--- src/rtl/swd_host_pkg.sv ---
package swd_host_pkg;

  localparam int WORD_W = 32;
  localparam logic [2:0] ACK_OK = 3'b001;

  typedef enum logic [3:0] {
    ST_IDLE,
    ST_HDR,
    ST_TRN_A,
    ST_ACK,
    ST_RDATA,
    ST_TRN_B,
    ST_WTRN,
    ST_WDATA,
    ST_LOW,
    ST_RESP
  } swd_state_e;

  // Header bits in wire order, bit 0 leaves first.
  function automatic logic [7:0] make_header(input logic ap, input logic rd,
                                             input logic [1:0] a);
    logic p;
    p = ap ^ rd ^ a[0] ^ a[1];
    return {1'b1, 1'b0, p, a[1], a[0], rd, ap, 1'b1};
  endfunction

endpackage

--- src/rtl/swd_bit_timer.sv ---
module swd_bit_timer (
  input  logic clk,
  input  logic rst_n,
  input  logic run,
  output logic swclk,
  output logic bit_end
);
  logic phase;

  always_ff @(posedge clk or negedge rst_n) begin
    if (!rst_n) phase <= 1'b0;
    else        phase <= run ? ~phase : 1'b0;
  end

  assign swclk   = phase;
  assign bit_end = run & phase;
endmodule

--- src/rtl/swd_rx_capture.sv ---
module swd_rx_capture #(
  parameter int DW = 32,
  parameter int CW = 8
) (
  input  logic          clk,
  input  logic          rst_n,
  input  logic          clear,
  input  logic          take_ack,
  input  logic          take_data,
  input  logic [CW-1:0] idx,
  input  logic          din,
  output logic [2:0]    ack_q,
  output logic [DW-1:0] rdata_q
);
  localparam int IW = $clog2(DW);

  always_ff @(posedge clk or negedge rst_n) begin
    if (!rst_n) begin
      ack_q   <= '0;
      rdata_q <= '0;
    end else if (clear) begin
      ack_q   <= '0;
      rdata_q <= '0;
    end else begin
      if (take_ack)  ack_q[idx[1:0]]     <= din;
      if (take_data) rdata_q[idx[IW-1:0]] <= din;
    end
  end
endmodule

--- src/rtl/swd_frame_ctrl.sv ---
module swd_frame_ctrl
  import swd_host_pkg::*;
#(
  parameter int TRN_W  = 2,
  parameter int IDLE_W = 8,
  parameter int CW     = 8
) (
  input  logic              clk,
  input  logic              rst_n,
  input  logic [TRN_W-1:0]  cfg_trn,
  input  logic [IDLE_W-1:0] cfg_idle,
  input  logic              cmd_valid,
  output logic              cmd_ready,
  input  logic              cmd_ap,
  input  logic              cmd_read,
  input  logic [1:0]        cmd_addr,
  input  logic [WORD_W-1:0] cmd_wdata,
  output logic              rsp_valid,
  input  logic              rsp_ready,
  output logic              rsp_perr,
  input  logic              bit_end,
  input  logic              din,
  input  logic [2:0]        ack_q,
  input  logic [WORD_W-1:0] rdata_q,
  output logic              run,
  output logic              cap_clear,
  output logic              take_ack,
  output logic              take_data,
  output logic [CW-1:0]     cnt,
  output logic              dout,
  output logic              doe
);
  localparam logic [CW-1:0] LAST_HDR  = CW'(7);
  localparam logic [CW-1:0] LAST_ACK  = CW'(2);
  localparam logic [CW-1:0] LAST_WORD = CW'(WORD_W);
  localparam int IW = $clog2(WORD_W);

  swd_state_e        st;
  logic [TRN_W-1:0]  trn_q;
  logic [IDLE_W-1:0] idle_q;
  logic [7:0]        hdr_q;
  logic [WORD_W-1:0] wdata_q;
  logic              rd_q;
  logic              perr_q;
  logic              accept;
  logic              trn_last;
  logic [2:0]        ack_now;
  swd_state_e        after_data;

  assign accept     = (st == ST_IDLE) && cmd_valid;
  assign cmd_ready  = (st == ST_IDLE);
  assign rsp_valid  = (st == ST_RESP);
  assign rsp_perr   = perr_q;
  assign run        = (st != ST_IDLE) && (st != ST_RESP);
  assign cap_clear  = accept;
  assign take_ack   = bit_end && (st == ST_ACK);
  assign take_data  = bit_end && (st == ST_RDATA) && (cnt != LAST_WORD);
  assign trn_last   = (cnt == CW'(trn_q));
  assign ack_now    = {din, ack_q[1:0]};
  assign after_data = (idle_q != '0) ? ST_LOW : ST_RESP;

  always_comb begin
    doe  = 1'b1;
    dout = 1'b0;
    case (st)
      ST_HDR:   dout = hdr_q[cnt[2:0]];
      ST_WDATA: dout = (cnt == LAST_WORD) ? ^wdata_q : wdata_q[cnt[IW-1:0]];
      ST_TRN_A, ST_ACK, ST_RDATA, ST_TRN_B, ST_WTRN: doe = 1'b0;
      default: ;
    endcase
  end

  always_ff @(posedge clk or negedge rst_n) begin
    if (!rst_n) begin
      st      <= ST_IDLE;
      cnt     <= '0;
      trn_q   <= '0;
      idle_q  <= '0;
      hdr_q   <= '0;
      wdata_q <= '0;
      rd_q    <= 1'b0;
      perr_q  <= 1'b0;
    end else if (accept) begin
      st      <= ST_HDR;
      cnt     <= '0;
      trn_q   <= cfg_trn;
      idle_q  <= cfg_idle;
      hdr_q   <= make_header(cmd_ap, cmd_read, cmd_addr);
      wdata_q <= cmd_wdata;
      rd_q    <= cmd_read;
      perr_q  <= 1'b0;
    end else if (st == ST_RESP) begin
      if (rsp_ready) st <= ST_IDLE;
    end else if (bit_end) begin
      cnt <= cnt + 1'b1;
      case (st)
        ST_HDR:   if (cnt == LAST_HDR) begin st <= ST_TRN_A; cnt <= '0; end
        ST_TRN_A: if (trn_last) begin st <= ST_ACK; cnt <= '0; end
        ST_ACK: if (cnt == LAST_ACK) begin
          cnt <= '0;
          if (ack_now != ACK_OK) st <= ST_TRN_B;
          else                   st <= rd_q ? ST_RDATA : ST_WTRN;
        end
        ST_RDATA: if (cnt == LAST_WORD) begin
          st     <= ST_TRN_B;
          cnt    <= '0;
          perr_q <= (^rdata_q) ^ din;
        end
        ST_TRN_B:  if (trn_last) begin st <= after_data; cnt <= '0; end
        ST_WTRN:   if (trn_last) begin st <= ST_WDATA; cnt <= '0; end
        ST_WDATA:  if (cnt == LAST_WORD) begin st <= after_data; cnt <= '0; end
        ST_LOW:    if (cnt == CW'(idle_q) - 1'b1) begin st <= ST_RESP; cnt <= '0; end
        default: ;
      endcase
    end
  end
endmodule

--- src/rtl/swd_host_engine.sv ---
module swd_host_engine
  import swd_host_pkg::*;
#(
  parameter int TRN_W  = 2,
  parameter int IDLE_W = 8
) (
  input  logic              clk,
  input  logic              rst_n,
  input  logic [TRN_W-1:0]  cfg_trn,
  input  logic [IDLE_W-1:0] cfg_idle,
  input  logic              cmd_valid,
  output logic              cmd_ready,
  input  logic              cmd_ap,
  input  logic              cmd_read,
  input  logic [1:0]        cmd_addr,
  input  logic [WORD_W-1:0] cmd_wdata,
  output logic              rsp_valid,
  input  logic              rsp_ready,
  output logic [2:0]        rsp_ack,
  output logic [WORD_W-1:0] rsp_rdata,
  output logic              rsp_perr,
  output logic              swclk,
  input  logic              swdio_in,
  output logic              swdio_out,
  output logic              swdio_oe
);
  localparam int CW_MIN = $clog2(WORD_W) + 1;
  localparam int CW = (IDLE_W > CW_MIN) ? IDLE_W : CW_MIN;

  logic          run, bit_end, cap_clear, take_ack, take_data;
  logic [CW-1:0] cnt;

  swd_bit_timer u_timer (
    .clk(clk), .rst_n(rst_n), .run(run), .swclk(swclk), .bit_end(bit_end)
  );

  swd_rx_capture #(.DW(WORD_W), .CW(CW)) u_rx (
    .clk(clk), .rst_n(rst_n), .clear(cap_clear), .take_ack(take_ack),
    .take_data(take_data), .idx(cnt), .din(swdio_in),
    .ack_q(rsp_ack), .rdata_q(rsp_rdata)
  );

  swd_frame_ctrl #(.TRN_W(TRN_W), .IDLE_W(IDLE_W), .CW(CW)) u_ctrl (
    .clk(clk), .rst_n(rst_n), .cfg_trn(cfg_trn), .cfg_idle(cfg_idle),
    .cmd_valid(cmd_valid), .cmd_ready(cmd_ready), .cmd_ap(cmd_ap),
    .cmd_read(cmd_read), .cmd_addr(cmd_addr), .cmd_wdata(cmd_wdata),
    .rsp_valid(rsp_valid), .rsp_ready(rsp_ready), .rsp_perr(rsp_perr),
    .bit_end(bit_end), .din(swdio_in), .ack_q(rsp_ack), .rdata_q(rsp_rdata),
    .run(run), .cap_clear(cap_clear), .take_ack(take_ack),
    .take_data(take_data), .cnt(cnt), .dout(swdio_out), .doe(swdio_oe)
  );
endmodule

--- config.mk ---
export PLATFORM = sky130hd
export DESIGN_NAME = swd_host_engine
export DESIGN_NICKNAME = d
export VERILOG_FILES = /design/src/rtl/swd_host_pkg.sv /design/src/rtl/swd_bit_timer.sv /design/src/rtl/swd_rx_capture.sv /design/src/rtl/swd_frame_ctrl.sv /design/src/rtl/swd_host_engine.sv
export SDC_FILE = /design/constraint.sdc
export NUM_CORES = 1
export LEC_CHECK = 0
export BUFFER_PORTS_ARGS = -buffer_cell sky130_fd_sc_hd__buf_2
export CAP_MARGIN = 20
export CORE_MARGIN = 3
export CORE_UTILIZATION = 53
export DETAILED_ROUTE_END_ITERATION = 10
export GPL_ROUTABILITY_DRIVEN = 0
export GPL_TIMING_DRIVEN = 0
export PLACE_DENSITY = 0.76
export SYNTH_ARGS = -nofsm -noshare
export SYNTH_HDL_FRONTEND = slang
export SYNTH_HIERARCHICAL = 1
export SYNTH_SLANG_ARGS = --single-unit
--- constraint.sdc ---
create_clock -name clk -period 6.4 [get_ports clk]
set_clock_uncertainty 0.2 [all_clocks]
set_input_delay 0.96 -clock clk [delete_from_list [all_inputs] [get_ports clk]]
set_output_delay 0.96 -clock clk [all_outputs]
set_load 0.05 [all_outputs]
After elaboration in Yosys (flattened, before gate mapping)
Index checks and enable logic that the tools add are counted.

Bitwise gates (word level): 6. Div/mod/pow operators: 0. Muxes and demuxes: 48. $lt $le $gt $ge: 5. Equal/unequal tests: 27. Reductions and logical operators: 25. Add/subtract/negate cells: 2. Shift-type cells: 0. Multipliers: 0.

Operators with widths (number): $mux W32 (2); $mux W8 (8); $reduce_xor A32 Y1 (2); $mux W4 (13); $pmux W8 S5 (1); $bwmux W32 (1); $pmux W4 S8 (1); $ne A4 B3 Y1 const B (6); $eq A4 B3 Y1 const B (4); $mux W1 (13); $ne A4 B4 Y1 const B (3); $reduce_and A11 Y1 (1); $reduce_bool A10 Y1 (1); $reduce_bool A2 Y1 (5); $add A8 B1 Y8 const B (1); $eq A4 B2 Y1 const B (2); $eq A4 B4 Y1 const B (2); $eq A8 B2 Y1 (1); $eq A8 B2 Y1 const B (1); $eq A8 B3 Y1 const B (1); $eq A8 B6 Y1 const B (1); $eq A8 B8 Y1 (1); $ne A8 B6 Y1 const B (1); $reduce_bool A8 Y1 (1); other kinds (29) (40).

Memories kept: 0. Bits of input ports: 51. Latch bits: 0. Bits in writable memories: 0. Word-level logic and storage cells: 124. Bits in registers: 99. ROM bits: 0.

Depth between registers and ports, before layout
Gate-level depths: netlist (run 1).

Depth after elaboration: 7. Mapped depth: 12.

Modules after synthesis
Netlist (run 1), hierarchy kept.

By module, submodules not included: swd_frame_ctrl (area an instance 4013.8 um^2, seq. area each 1526.5 um^2, cells an instance 458, times used 1); swd_rx_capture (area an instance 1657.8 um^2, seq. area each 875.8 um^2, cells an instance 171, times used 1); swd_bit_timer (area an instance 41.3 um^2, seq. area each 25.0 um^2, cells an instance 3, times used 1).

Worst setup path after synthesis (run 1)
Ideal clock, no wire load.

Kind: flip-flop to flip-flop. From: register u_ctrl.st[0]. To: register u_rx.rdata_q[23]. Setup time: 133 ps. Slack: 2321 ps. Data required time: 6067 ps. Stages on the path, launching flop included: 11. Arrival: 3746 ps. Period minus slack after synthesis: 4079 ps. Cell sequence: dfrtp_1 -> clkbuf_2 -> nor4_1 -> nand2_1 -> clkinv_1 -> clkbuf_1 -> clkbuf_1 -> clkbuf_1 -> nor2b_1 -> o21ai_0 -> o31ai_1.

Elaborated cells on any way between the ends: 11. Classes of those cells: eq/ne: 2; mux: 1; bitwise: 1; reduce/logical: 7.

RTL lines: start: declaration (RTL line swd_frame_ctrl.sv:38) `swd_state_e st;`; start signal: assignment (RTL line swd_frame_ctrl.sv:102) `else st <= rd_q ? ST_RDATA : ST_WTRN;`; $logic_not A4 Y1 *; via cmd_ready (RTL line swd_host_engine.sv:12) `output logic cmd_ready,`; $logic_and A1 B1 Y1 * (RTL line swd_frame_ctrl.sv:50) `assign accept = (st == ST_IDLE) && cmd_valid;`; via cap_clear (RTL line swd_host_engine.sv:30) `logic run, bit_end, cap_clear, take_ack, take_data;`; $mux W32 / $reduce_bool A2 Y1 (equally long branches); end signal: indexed assignment (RTL line swd_rx_capture.sv:26) `if (take_data) rdata_q[idx[IW-1:0]] <= din;`; end: declaration (RTL line swd_rx_capture.sv:13) `output logic [DW-1:0] rdata_q`.

Mark *: on every way through the listed nets, which the timed path passes. The rest lies on a longest branch. A chain may end at the register's enable or synchronous reset.

Worst setup path in the final report (run 1)
From: register u_ctrl.cnt[1]. To: output swdio_out.

Cells in the longest elaborated chain, start to end: 4. Elaborated cells on any way between the ends: 7. Classes of those cells: eq/ne: 1; mux: 6.

Ends and longest elaborated chain: start: declaration (RTL line swd_frame_ctrl.sv:29) `output logic [CW-1:0] cnt,`; start signal: assignment (RTL line swd_frame_ctrl.sv:95) `cnt <= cnt + 1'b1;`; $bmux W1 S5 (RTL line swd_frame_ctrl.sv:67) `ST_WDATA: dout = (cnt == LAST_WORD) ? ^wdata_q : wdata_q[cnt[IW-1:0]];`; $mux W1 (implied by the code) (RTL line swd_frame_ctrl.sv:67); $mux W1 (RTL line swd_frame_ctrl.sv:67); $pmux W1 S2 * (RTL line swd_frame_ctrl.sv:65) `case (st)`; end: declaration (RTL line swd_host_engine.sv:24) `output logic swdio_out,`.

Every way passes the cells marked *; elsewhere a longest branch is shown, timed or not. The select of a mux whose other input is x is not followed.

==> out/metrics.cfg, run 1 <==
[detailed_routing]
postRouteAntennaNets=0
drt-total-wl_um=14100
drt_iter0_markers=348
route.vias.total=4905
dr.pass1.iters=5
drc=0
via_per_inst=5.61
wl_per_cell_um=16.1

[timing]
max_freq_ghz=0.220
hold_viol=0
rsz0062_at_grt=false
drv_slew=0
setup_tns_ns=0
holdWs_ns=0.284
worstMarginPinSlew_ns=0.758
final.period_utilization_pct=71.0
setup_viol=0
max-slew-margin-rel_pct=48.8
min_period_ns=4.55

[floorplan]
fp-row-count=37
dieArea_mm2=0.0121
die_height_um=110
core-area_mm2=0.0104
die_x_um=110
initial_core_util_pct=54.8
io_pins=92

[setup_path]
crit_path_max_incr_delay_ns=0.59
worst-path-buf-inv=3
cp_slowest_cell=mux4_2
critical_path_depth=8
worstPathRequired_ns=5.24
path_delay_family=multiplexers
crit_chain=buf_2 -> buf_1 -> mux4_2 -> mux4_2 -> nor2b_1 -> a211oi_1 -> o22ai_1 -> buf_2
ff2ff_setup_slack_ns=2.77
reg2reg_depth=11
path_class=flop to primary output
critPathArrivalTime_ns=3.39
start_kind=flop
cp_max_fo=10
cp-end-kind=primary output

[hold_path]
min_path_type=flop to flop
worstHoldPathCells=2

[synth]
synth.top_cell.area_share_pct=42.5
yosys_warnings=6
avgSynthCellArea_um2=9.04
syn_nets=687
ys_types=61
ys_top_cells_by_count=151 x nand2_1, 97 x dfrtp_1, 69 x o21ai_0, 61 x xnor2_1, 34 x nor2b_1
synth_area_leaders=dfrtp_1 42%, nand2_1 9.9%, xnor2_1 9.4%
syn_area_mm2=0.00571
synth.most_common_cell=nand2_1
ys_seq_elements=97
synth_edf_count=0
netlist_instances=632
seq_area_frac_synth_pct=42.5
synth-main-ff-cell=dfrtp_1
yosysTopAreaCell=dfrtp_1
async_reset_ff_share_pct=100

[grt]
grt_util_met3_pct=3.52
overflow=0
grt_max_degree=52
grt.total_usage_pct=24.2
use_met2_pct=39.8
grt_busiest_layer=met2
grtUsageMet1_pct=33.0
grt_first_pass_wirelength_um=22800
first_global_vias=4643
antenna_found_initial=0

[power]
ir_drop_mv=0.110
power.density_mw_per_mm2=165
leakagePower_nw=3.14

[finish]
antennaDiodeCount=0
areaGrowthSynthToFinish_pct=14.9
fillers=919
nNetsFinal=790
drive_gt1_share_pct=19.5

[placement]
io_buffers=91
place_hpwl_um=10300

[clocking]
htreeDepth=3
clock_path_buffers=2
cts_buffers=9
ctsHoldBuffers=0
cts_sinks=97
cts_root_buffer=clkbuf_8
clk_pin_slew_ns=0.09
post_cts_buffers=0
cts_resized=0
insertion_delay_ns=0.36
cts_tree=built

[job]
maxCapViolations=0

[status]
outcome=completed

-- power by group --
group	total [mW]	internal, mW	leakage [nW]	switching [mW]
combinational	0.0600	0.0250	1.75	0.0350
clock	0.403	0.189	0.0981	0.214
sequential	0.617	0.615	1.29	0.00223
total	1.08	0.828	3.14	0.251
-- cell usage in the layout (no fill, tap or decap), types with 3 or more instances in the layout --
master	Yosys	final
dfrtp_1	97	97
nor2_1	20	20
nand3_1	12	12
and3_1	4	4
inv_1	7	7
o21ai_0	69	69
nor4b_1	4	4
nor2b_1	34	34
xor2_1	14	14
a21oi_1	10	10
nor4_1	5	5
clkbuf_1	28	28
nand2_1	151	151
buf_2	6	96
o31ai_1	5	5
a21o_1	3	3
xnor2_1	61	61
nor3b_1	3	3
mux4_2	11	11
clkbuf_8	0	10
or3_1	5	5
nor3_1	7	7
nand3b_1	9	9
ha_1	4	4
mux2i_1	7	7
nand2b_1	7	7
-- tightest hold or removal path: cells and delay by family (launching register included) --
kind / cells / cell delay (ns)
DFF: 1 / 0.35
and+or+nand+nor: 2 / 0.10
-- final timing paths --
check,from,endpoint
max,u_ctrl/cnt[1],swdio_out
min,u_ctrl/hdr_q[3],u_ctrl/hdr_q[3]
max reg2reg,u_ctrl/cnt[1],u_rx/rdata_q[20]
min reg2reg,u_ctrl/hdr_q[3],u_ctrl/hdr_q[3]
max in group asynchronous,rst_n,u_ctrl/wdata_q[5]
min in group asynchronous,rst_n,u_rx/rdata_q[9]
-- metrics by stage --
stage	std cells	instance area (um^2)	utilization, %	power (mW)	worst slack [ns]
after global routing	875	6560	63.0	1.12	1.65
after detailed placement	860	6370	61.1	0.690	2.22
final	875	6560	63.0	1.08	1.85
after CTS	875	6560	63.0	1.09	1.80
after floorplan	632	5710	-	0.653	2.32
after global placement	859	6340	60.9	0.686	2.24
-- layout make-up --
| type | count | area, um^2 | area share [%] |
|---|---|---|---|
| multi-input combinational | 489 | 3090 | 47.1 |
| timing repair buffer | 92 | 485 | 7.40 |
| inverter | 8 | 30.0 | 0.458 |
| clock buffer | 10 | 138 | 2.10 |
| buffer | 38 | 166 | 2.54 |
| sequential | 97 | 2430 | 37.0 |
| clock inverter | 5 | 56.3 | 0.858 |
| tap | 136 | 170 | 2.59 |
-- registers in the layout, summed over array words and instances (netlist names), 2 cells and up --
register        count
u_rx/ack_q          3
u_ctrl/hdr_q        6
u_ctrl/st           4
u_rx/rdata_q       32
u_ctrl/wdata_q     32
u_ctrl/cnt          8
u_ctrl/idle_q       8
u_ctrl/trn_q        2
-- cells by family (layout without fill, tap and decap cells) --
| kind of cell | Yosys count | after routing | synth area share (%) |
|---|---|---|---|
| flops | 97 | 97 | 42.5 |
| xor+xnor | 76 | 76 | 11.9 |
| fa+ha+maj | 4 | 4 | 0.876 |
| buf+inv | 46 | 153 | 3.44 |
| mux | 20 | 20 | 5.96 |
| simple gates | 280 | 280 | 24.3 |
| compound gates | 109 | 109 | 11.0 |
-- routing by layer --
metal | wire [um] | up-vias
li1 | - | 2342
met1 | 5950 | 2350
met2 | 6890 | 193
met3 | 990 | 20
met4 | 233 | 0
met5 | 0 | -
No activity file was read; power rests on OpenSTA's default activity.
==> run 2, diff against run 1 <==
--- a/config.mk
+++ b/config.mk
@@ -5,6 +5,7 @@
 export SDC_FILE = /design/constraint.sdc
 export NUM_CORES = 1
 export LEC_CHECK = 0
+export ABC_AREA = 1
 export BUFFER_PORTS_ARGS = -buffer_cell sky130_fd_sc_hd__buf_2
 export CAP_MARGIN = 20
 export CORE_MARGIN = 3
@@ -12,7 +13,7 @@
 export DETAILED_ROUTE_END_ITERATION = 10
 export GPL_ROUTABILITY_DRIVEN = 0
 export GPL_TIMING_DRIVEN = 0
-export PLACE_DENSITY = 0.76
+export PLACE_DENSITY = 0.77
 export SYNTH_ARGS = -nofsm -noshare
 export SYNTH_HDL_FRONTEND = slang
 export SYNTH_HIERARCHICAL = 1
==> constraint.sdc (replaced) <==
create_clock -name clk -period 3.7 [get_ports clk]
set_clock_uncertainty 0.2 [all_clocks]
set_input_delay 0.555 -clock clk [delete_from_list [all_inputs] [get_ports clk]]
set_output_delay 0.555 -clock clk [all_outputs]
set_load 0.05 [all_outputs]
==> run 2 against run 1 <==
- first-iteration DRC count up 49%
- total power rose to 5.3 times the previous value
- synthesized cell count up 74%
==> out/metrics.cfg, run 2 <==
[finish]
seq_area_mm2=0.00243  ; unchanged
fillers=1236  ; was 919
multiInputGateArea_mm2=0.00398  ; was 0.00309 mm^2
antennaDiodeCount=0  ; unchanged
top_regs=u_ctrl/wdata_q (32), u_rx/rdata_q (32)  ; unchanged
nNetsFinal=1259  ; was 790
areaGrowthSynthToFinish_pct=13.6  ; was 14.9%
layout_common_cells=548 x nand2_1, 105 x buf_2, 97 x dfrtp_1  ; was 151 x nand2_1, 97 x dfrtp_1, 96 x buf_2
drive_gt1_share_pct=14.4  ; was 19.5%
final_common_cell=nand2_1  ; unchanged

[clocking]
cts_resized=0  ; unchanged
post_cts_buffers=0  ; unchanged
cts_root_buffer=clkbuf_16  ; was clkbuf_8
htreeDepth=3  ; unchanged
clk_pin_slew_ns=0.06  ; was 0.09 ns
clock_path_buffers=2  ; unchanged
cts_buffers=9  ; unchanged
ctsHoldBuffers=0  ; unchanged
cts_sinks=97  ; unchanged
insertion_delay_ns=0.35  ; was 0.36 ns
cts_tree=built  ; unchanged

[setup_path]
path_class=flop to primary output  ; unchanged
reg2reg_depth=12  ; was 11
cp-end-kind=primary output  ; unchanged
critPathArrivalTime_ns=2.73  ; was 3.39 ns
reg2reg_from=u_ctrl/cnt[0]  ; was u_ctrl/cnt[1]
ff2ff_setup_slack_ns=0.40  ; was 2.77 ns
cp_max_fo=11  ; was 10
r2r_end=u_rx/rdata_q[9]  ; was u_rx/rdata_q[20]
worstPathRequired_ns=2.94  ; was 5.24 ns
start_kind=flop  ; unchanged

[power]
combPwrFrac_pct=55.2  ; was 5.6%
pwr-share-clk_pct=14.6  ; was 37.3%
internal_power_mw=2.88  ; was 0.828 mW
p_total_mw=5.68  ; was 1.08 mW
power.density_mw_per_mm2=716  ; was 165 mW/mm^2
leakagePower_nw=4.48  ; was 3.14 nW
pwr-share-seq_pct=30.2  ; was 57.1%
switchingPower_mw=2.80  ; was 0.251 mW
ir_drop_mv=0.474  ; was 0.110 mV
switching_share_pct=49.3  ; was 23.3%

[detailed_routing]
drt-total-wl_um=18100  ; was 14,100 um
drt_iter0_markers=520  ; was 348
route.vias.total=7247  ; was 4,905
wl_per_cell_um=13.1  ; was 16.1 um
drc=0  ; unchanged
dr.pass1.iters=5  ; unchanged
via_per_inst=5.26  ; was 5.61
postRouteAntennaNets=0  ; unchanged

[job]
maxCapViolations=0  ; unchanged

[grt]
grt_first_pass_wirelength_um=30100  ; was 22,800 um
overflow=0  ; unchanged
antenna_found_initial=0  ; unchanged
grt.total_usage_pct=25.5  ; was 24.2%
first_global_vias=6537  ; was 4,643
grt_max_degree=54  ; was 52

[synth]
ys_types=39  ; was 61
synth.most_common_cell=nand2_1  ; unchanged
yosysTopAreaCell=dfrtp_1  ; unchanged
synth.top_cell.area_share_pct=34.7  ; was 42.5%
yosys_warnings=6  ; unchanged
synth_area_leaders=dfrtp_1 35%, nand2_1 29%, nand3_1 6.1%  ; was dfrtp_1 42%, nand2_1 9.9%, xnor2_1 9.4%
netlist_instances=1101  ; was 632
synth-main-ff-cell=dfrtp_1  ; unchanged
syn_nets=1156  ; was 687
avgSynthCellArea_um2=6.35  ; was 9.04 um^2
syn_area_mm2=0.00699  ; was 0.00571 mm^2
ys_seq_elements=97  ; unchanged
seq_area_frac_synth_pct=34.7  ; was 42.5%
ys_top_cells_by_count=548 x nand2_1, 97 x dfrtp_1, 90 x inv_1, 85 x nand3_1, 47 x nor2_1  ; was 151 x nand2_1, 97 x dfrtp_1, 69 x o21ai_0, 61 x xnor2_1, 34 x nor2b_1
synth_edf_count=0  ; unchanged
async_reset_ff_share_pct=100  ; unchanged

[timing]
hold_viol=0  ; unchanged
setup_tns_ns=0  ; unchanged
worstMarginPinSlew_ns=0.622  ; was 0.758 ns
max_freq_ghz=0.287
min_period_ns=3.49
rsz0062_at_grt=false  ; unchanged
max-slew-margin-rel_pct=58.5  ; was 48.8%
final.period_utilization_pct=94.3
holdWs_ns=0.0170  ; was 0.284 ns
drv_slew=0  ; unchanged
setup_viol=0  ; unchanged
fin_ws_ns=0.211  ; was 1.85 ns

[status]
outcome=completed  ; unchanged

[floorplan]
fp-row-count=41  ; was 37
die_height_um=121  ; was 110 um
io_pins=92  ; unchanged
core-area_mm2=0.0128  ; was 0.0104 mm^2
die_x_um=121  ; was 110 um
dieArea_mm2=0.0146  ; was 0.0121 mm^2
initial_core_util_pct=54.7  ; was 54.8%

[placement]
io_buffers=91  ; unchanged
pre_cts_slack_ns=0.458  ; was 2.22 ns
place_hpwl_um=13600  ; was 10,300 um

[hold_path]
min_path_type=primary input to asynchronous set/reset pin  ; was flop to flop

run 2: cell count changes in the layout (fill, tap and decap cells not counted), sizes merged, moves of 27 or more:
cell / change
nand2: +408
inv: +98
nor2: +42
nor2b: -34
nand4: +27
nand3: +74
xnor2: -41
run 2: logic make-up after synthesis:
logic type,synth area share [%]
fa+ha+maj,0.716
buf+inv,8.27
xor+xnor,5.27
flops,34.7
simple gates,45.2
compound gates,5.77
run 2: worst max path at each step:
stage / end / start / slack (ns)
after floorplan: u_rx/rdata_q[19] / u_ctrl/st[2] / 0.95
after global placement: u_rx/rdata_q[9] / u_ctrl/cnt[0] / 0.50
after detailed placement: u_rx/rdata_q[9] / u_ctrl/cnt[0] / 0.46
after CTS: swdio_out / u_ctrl/cnt[0] / 0.20
after global routing: swdio_out / u_ctrl/cnt[0] / 0.001
final: swdio_out / u_ctrl/cnt[0] / 0.21
run 2: metrics by stage:
step	area [um^2]	cells	utilization, %
2_1_floorplan	6990	1101	-
3_3_place_gp	7660	1364	59.9
3_5_place_dp	7690	1365	60.2
4_1_cts	7940	1378	62.2
5_1_grt	7940	1378	62.2
6_report	7940	1378	62.2
run 2: per-layer routing:
metal  global-route usage, %  wire length (um)
met1                    31.6              7720
met2                    44.1              8710
met3                    4.16              1060
met4                    10.6               570
met5                       0                 0
run 2: worst max-delay path, cell delays in order (launching register included):
cell      delay [ns]
dfrtp_1         0.53
inv_1           0.32
clkbuf_1        0.45
ha_1            0.28
nand4_4         0.15
inv_1           0.13
nand2_1         0.06
nand2_1         0.06
nand2_1         0.05
nand2_1         0.07
buf_2           0.26
run 2: area by class of cell:
type / instances / area share, %
Buffer: 29 / 2.13
Clock buffer: 12 / 3.10
Clock inverter: 1 / 0.0630
Inverter: 109 / 5.15
Multi-Input combinational cell: 866 / 50.1
Sequential cell: 97 / 30.6
Tap cell: 172 / 2.71
Timing Repair Buffer: 92 / 6.12
run 2: power by group through the flow:
stage | Sequential, mW | Combinational (mW) | Clock (mW)
floorplan | 1.71 | 2.38 | 0
global placement | 1.72 | 3.03 | 0
detailed placement | 1.73 | 3.10 | 0
CTS | 1.71 | 3.12 | 0.846
global route | 1.77 | 3.59 | 0.881
finish | 1.72 | 3.14 | 0.831
==> run 3, diff against run 2 <==
--- a/config.mk
+++ b/config.mk
@@ -14,6 +14,7 @@
 export GPL_ROUTABILITY_DRIVEN = 0
 export GPL_TIMING_DRIVEN = 0
 export PLACE_DENSITY = 0.77
+export REMOVE_ABC_BUFFERS = 1
 export SYNTH_ARGS = -nofsm -noshare
 export SYNTH_HDL_FRONTEND = slang
 export SYNTH_HIERARCHICAL = 1
==> run 3 against run 2 <==
- cell count fell by 1.7%
- combinational power fell by 5%
- maximum frequency rose by 1.6%
- worst hold slack improved by 0.17 ns
- wire length fell by 6.9%
- clock power rose by 2.9%
- critical endpoint unchanged
- core utilization fell by 0.78 points
- setup slack improved by 0.053 ns
- global-route usage fell by 1.7 points
==> out/metrics.cfg, run 3 (synthesized netlist as in run 2, its figures left out) <==
[clocking]
insertion_delay_ns=0.36  ; was 0.35 ns
htreeDepth=3  ; unchanged
cts_buffers=9  ; unchanged
cts_root_buffer=clkbuf_16  ; unchanged
clk_pin_slew_ns=0.06  ; about the same
cts_tree=built  ; unchanged
clock_path_buffers=2  ; unchanged
post_cts_buffers=0  ; unchanged
cts_sinks=97  ; unchanged

[timing]
setup_viol=0  ; unchanged
rsz0062_at_grt=false  ; unchanged
min_period_ns=3.44  ; was 3.49 ns
max_freq_ghz=0.291  ; was 0.287 GHz
worstMarginPinSlew_ns=0.829  ; was 0.622 ns
fin_ws_ns=0.265  ; was 0.211 ns
final.period_utilization_pct=92.9  ; was 94.3%
holdWs_ns=0.188  ; was 0.0170 ns
drv_slew=0  ; unchanged
setup_tns_ns=0  ; unchanged
hold_viol=0  ; unchanged
max-slew-margin-rel_pct=44.6  ; was 58.5%

[hold_path]
min_path_type=primary input to flop  ; was primary input to asynchronous set/reset pin
hp-start=cmd_wdata[24]
worstHoldPathCells=3
hold-path-endpoint=u_ctrl/wdata_q[24]

[setup_path]
cp_max_fo=16  ; was 11
reg2reg_from=u_ctrl/st[2]  ; was u_ctrl/cnt[0]
ff2ff_setup_slack_ns=0.47  ; was 0.40 ns
path_delay_family=simple AND/OR/NAND/NOR gates  ; was buffers and inverters
crit_chain=inv_1 -> nor2_1 -> nand3_1 -> nand2_1 -> a21oi_1 -> nand2_1 -> nand3_1 -> nand2_1 -> nand2_1 -> nand2_1 -> buf_2  ; was inv_1 -> clkbuf_1 -> ha_1 -> nand4_4 -> inv_1 -> nand2_1 -> nand2_1 -> nand2_1 -> nand2_1 -> buf_2
cp_common_cell=nand2_1  ; unchanged
cp-end-kind=primary output  ; unchanged
crit_path_max_incr_delay_ns=0.82  ; was 0.53 ns
critPathArrivalTime_ns=2.68  ; was 2.73 ns
worstPathRequired_ns=2.94  ; about the same
cp_slowest_cell=dfrtp_1  ; unchanged
r2r_end=u_rx/rdata_q[19]  ; was u_rx/rdata_q[9]
path_class=flop to primary output  ; unchanged
start_kind=flop  ; unchanged
reg2reg_depth=10  ; was 12
worst-path-buf-inv=2  ; was 4

[detailed_routing]
dr.pass1.iters=6  ; was 5
drc=0  ; unchanged
route.vias.total=6958  ; was 7,247
via_per_inst=5.14  ; was 5.26
wl_per_cell_um=12.4  ; was 13.1 um
postRouteAntennaNets=0  ; unchanged
drt_iter0_markers=520  ; unchanged
drt-total-wl_um=16800  ; was 18,100 um

[finish]
final_common_cell=nand2_1  ; unchanged
fillers=1221  ; was 1,236
top_regs=u_ctrl/wdata_q (32), u_rx/rdata_q (32)  ; unchanged
drive_gt1_share_pct=13.6  ; was 14.4%
post-route-cell-area_mm2=0.00784  ; was 0.00794 mm^2
layout_common_cells=548 x nand2_1, 95 x dfrtp_1, 90 x buf_2  ; was 548 x nand2_1, 105 x buf_2, 97 x dfrtp_1
nNetsFinal=1233  ; was 1,259
areaGrowthSynthToFinish_pct=12.2  ; was 13.6%
antennaDiodeCount=0  ; unchanged
stdcell_count=1355  ; was 1,378
final_util_pct=61.4  ; was 62.2%

[power]
ir_drop_mv=0.434  ; was 0.474 mV
leakagePower_nw=4.40  ; was 4.48 nW
power.density_mw_per_mm2=714  ; was 716 mW/mm^2
p_total_mw=5.60  ; was 5.68 mW

[placement]
post_dp_cell_area_mm2=0.00755  ; was 0.00769 mm^2
io_buffers=91  ; unchanged
pre_cts_slack_ns=-0.511  ; was 0.458 ns
place_hpwl_um=11900  ; was 13,600 um
dp.cells=1337  ; was 1,365

[grt]
grt_max_degree=66  ; was 54
grt.total_usage_pct=23.8  ; was 25.5%
first_global_vias=6055  ; was 6,537
grt_first_pass_wirelength_um=28100  ; was 30,100 um
antenna_found_initial=0  ; unchanged
overflow=0  ; unchanged

[status]
outcome=completed  ; unchanged

[floorplan]
core-area_mm2=0.0128  ; unchanged
fp-row-count=41  ; unchanged
io_pins=92  ; unchanged
initial_core_util_pct=54.7  ; unchanged
dieArea_mm2=0.0146  ; unchanged
die_x_um=121  ; unchanged
die_height_um=121  ; unchanged

[job]
maxCapViolations=0  ; unchanged

run 3: how the worst max path moves through the flow:
stage             startpoint          endpoint  slack, ns  depth (start not counted)
2_1_floorplan   u_ctrl/st[2]  u_rx/rdata_q[24]      -1.08                          8
3_3_place_gp    u_ctrl/st[2]  u_rx/rdata_q[30]      -1.79                          8
3_5_place_dp    u_ctrl/st[2]  u_rx/rdata_q[30]      -0.51                          8
4_1_cts        u_ctrl/cnt[0]         swdio_out       0.02                         10
5_1_grt         u_ctrl/st[2]  u_rx/rdata_q[31]       0.06                         10
6_report       u_ctrl/cnt[2]         swdio_out       0.26                         11
run 3: timing repair:
item / in CTS / in global routing
pin swaps: 0 / 0
hold buffers: 1 / 0
endpoints found under the hold margin: 35 / 0
gates cloned: 0 / 1
endpoints found under the setup margin: 36 / 29
resized for setup: 4 / 4
run 3: layout make-up:
class	count	area, um^2	share of cell area, %
tap	172	215	2.75
timing repair inverter	1	7.51	0.0958
multi-input combinational	866	3980	50.8
inverter	109	423	5.40
clock buffer	12	236	3.02
clock inverter	4	20.0	0.255
timing repair buffer	94	523	6.67
sequential	97	2430	31.0
run 3: worst reg2reg max path: stages (launching register included):
cell and delay (ns):
dfrtp_1 0.44, nor2_1 0.23, inv_2 0.09, nor3_2 0.18, nand2_1 0.53, inv_6 0.61, clkinv_4 0.46, nand2_1 0.18
o21ai_0 0.10, nand2_1 0.07, inv_1 0.04
run 3: report_power, final:
part	switching (mW)	internal, mW
Sequential	0.411	1.36
Clock	0.403	0.452
Combinational	1.95	1.03
run 3: routing by layer:
layer / up-vias / part of all wire (%) / GRT usage (%) / wire length, um
met5: - / 0 / 0 / 0
met4: 0 / 1.2 / 6.80 / 205
met3: 17 / 4.8 / 4.49 / 809
met2: 165 / 49 / 40.6 / 8270
met1: 3178 / 45 / 30.8 / 7530
li1: 3598 / - / - / -
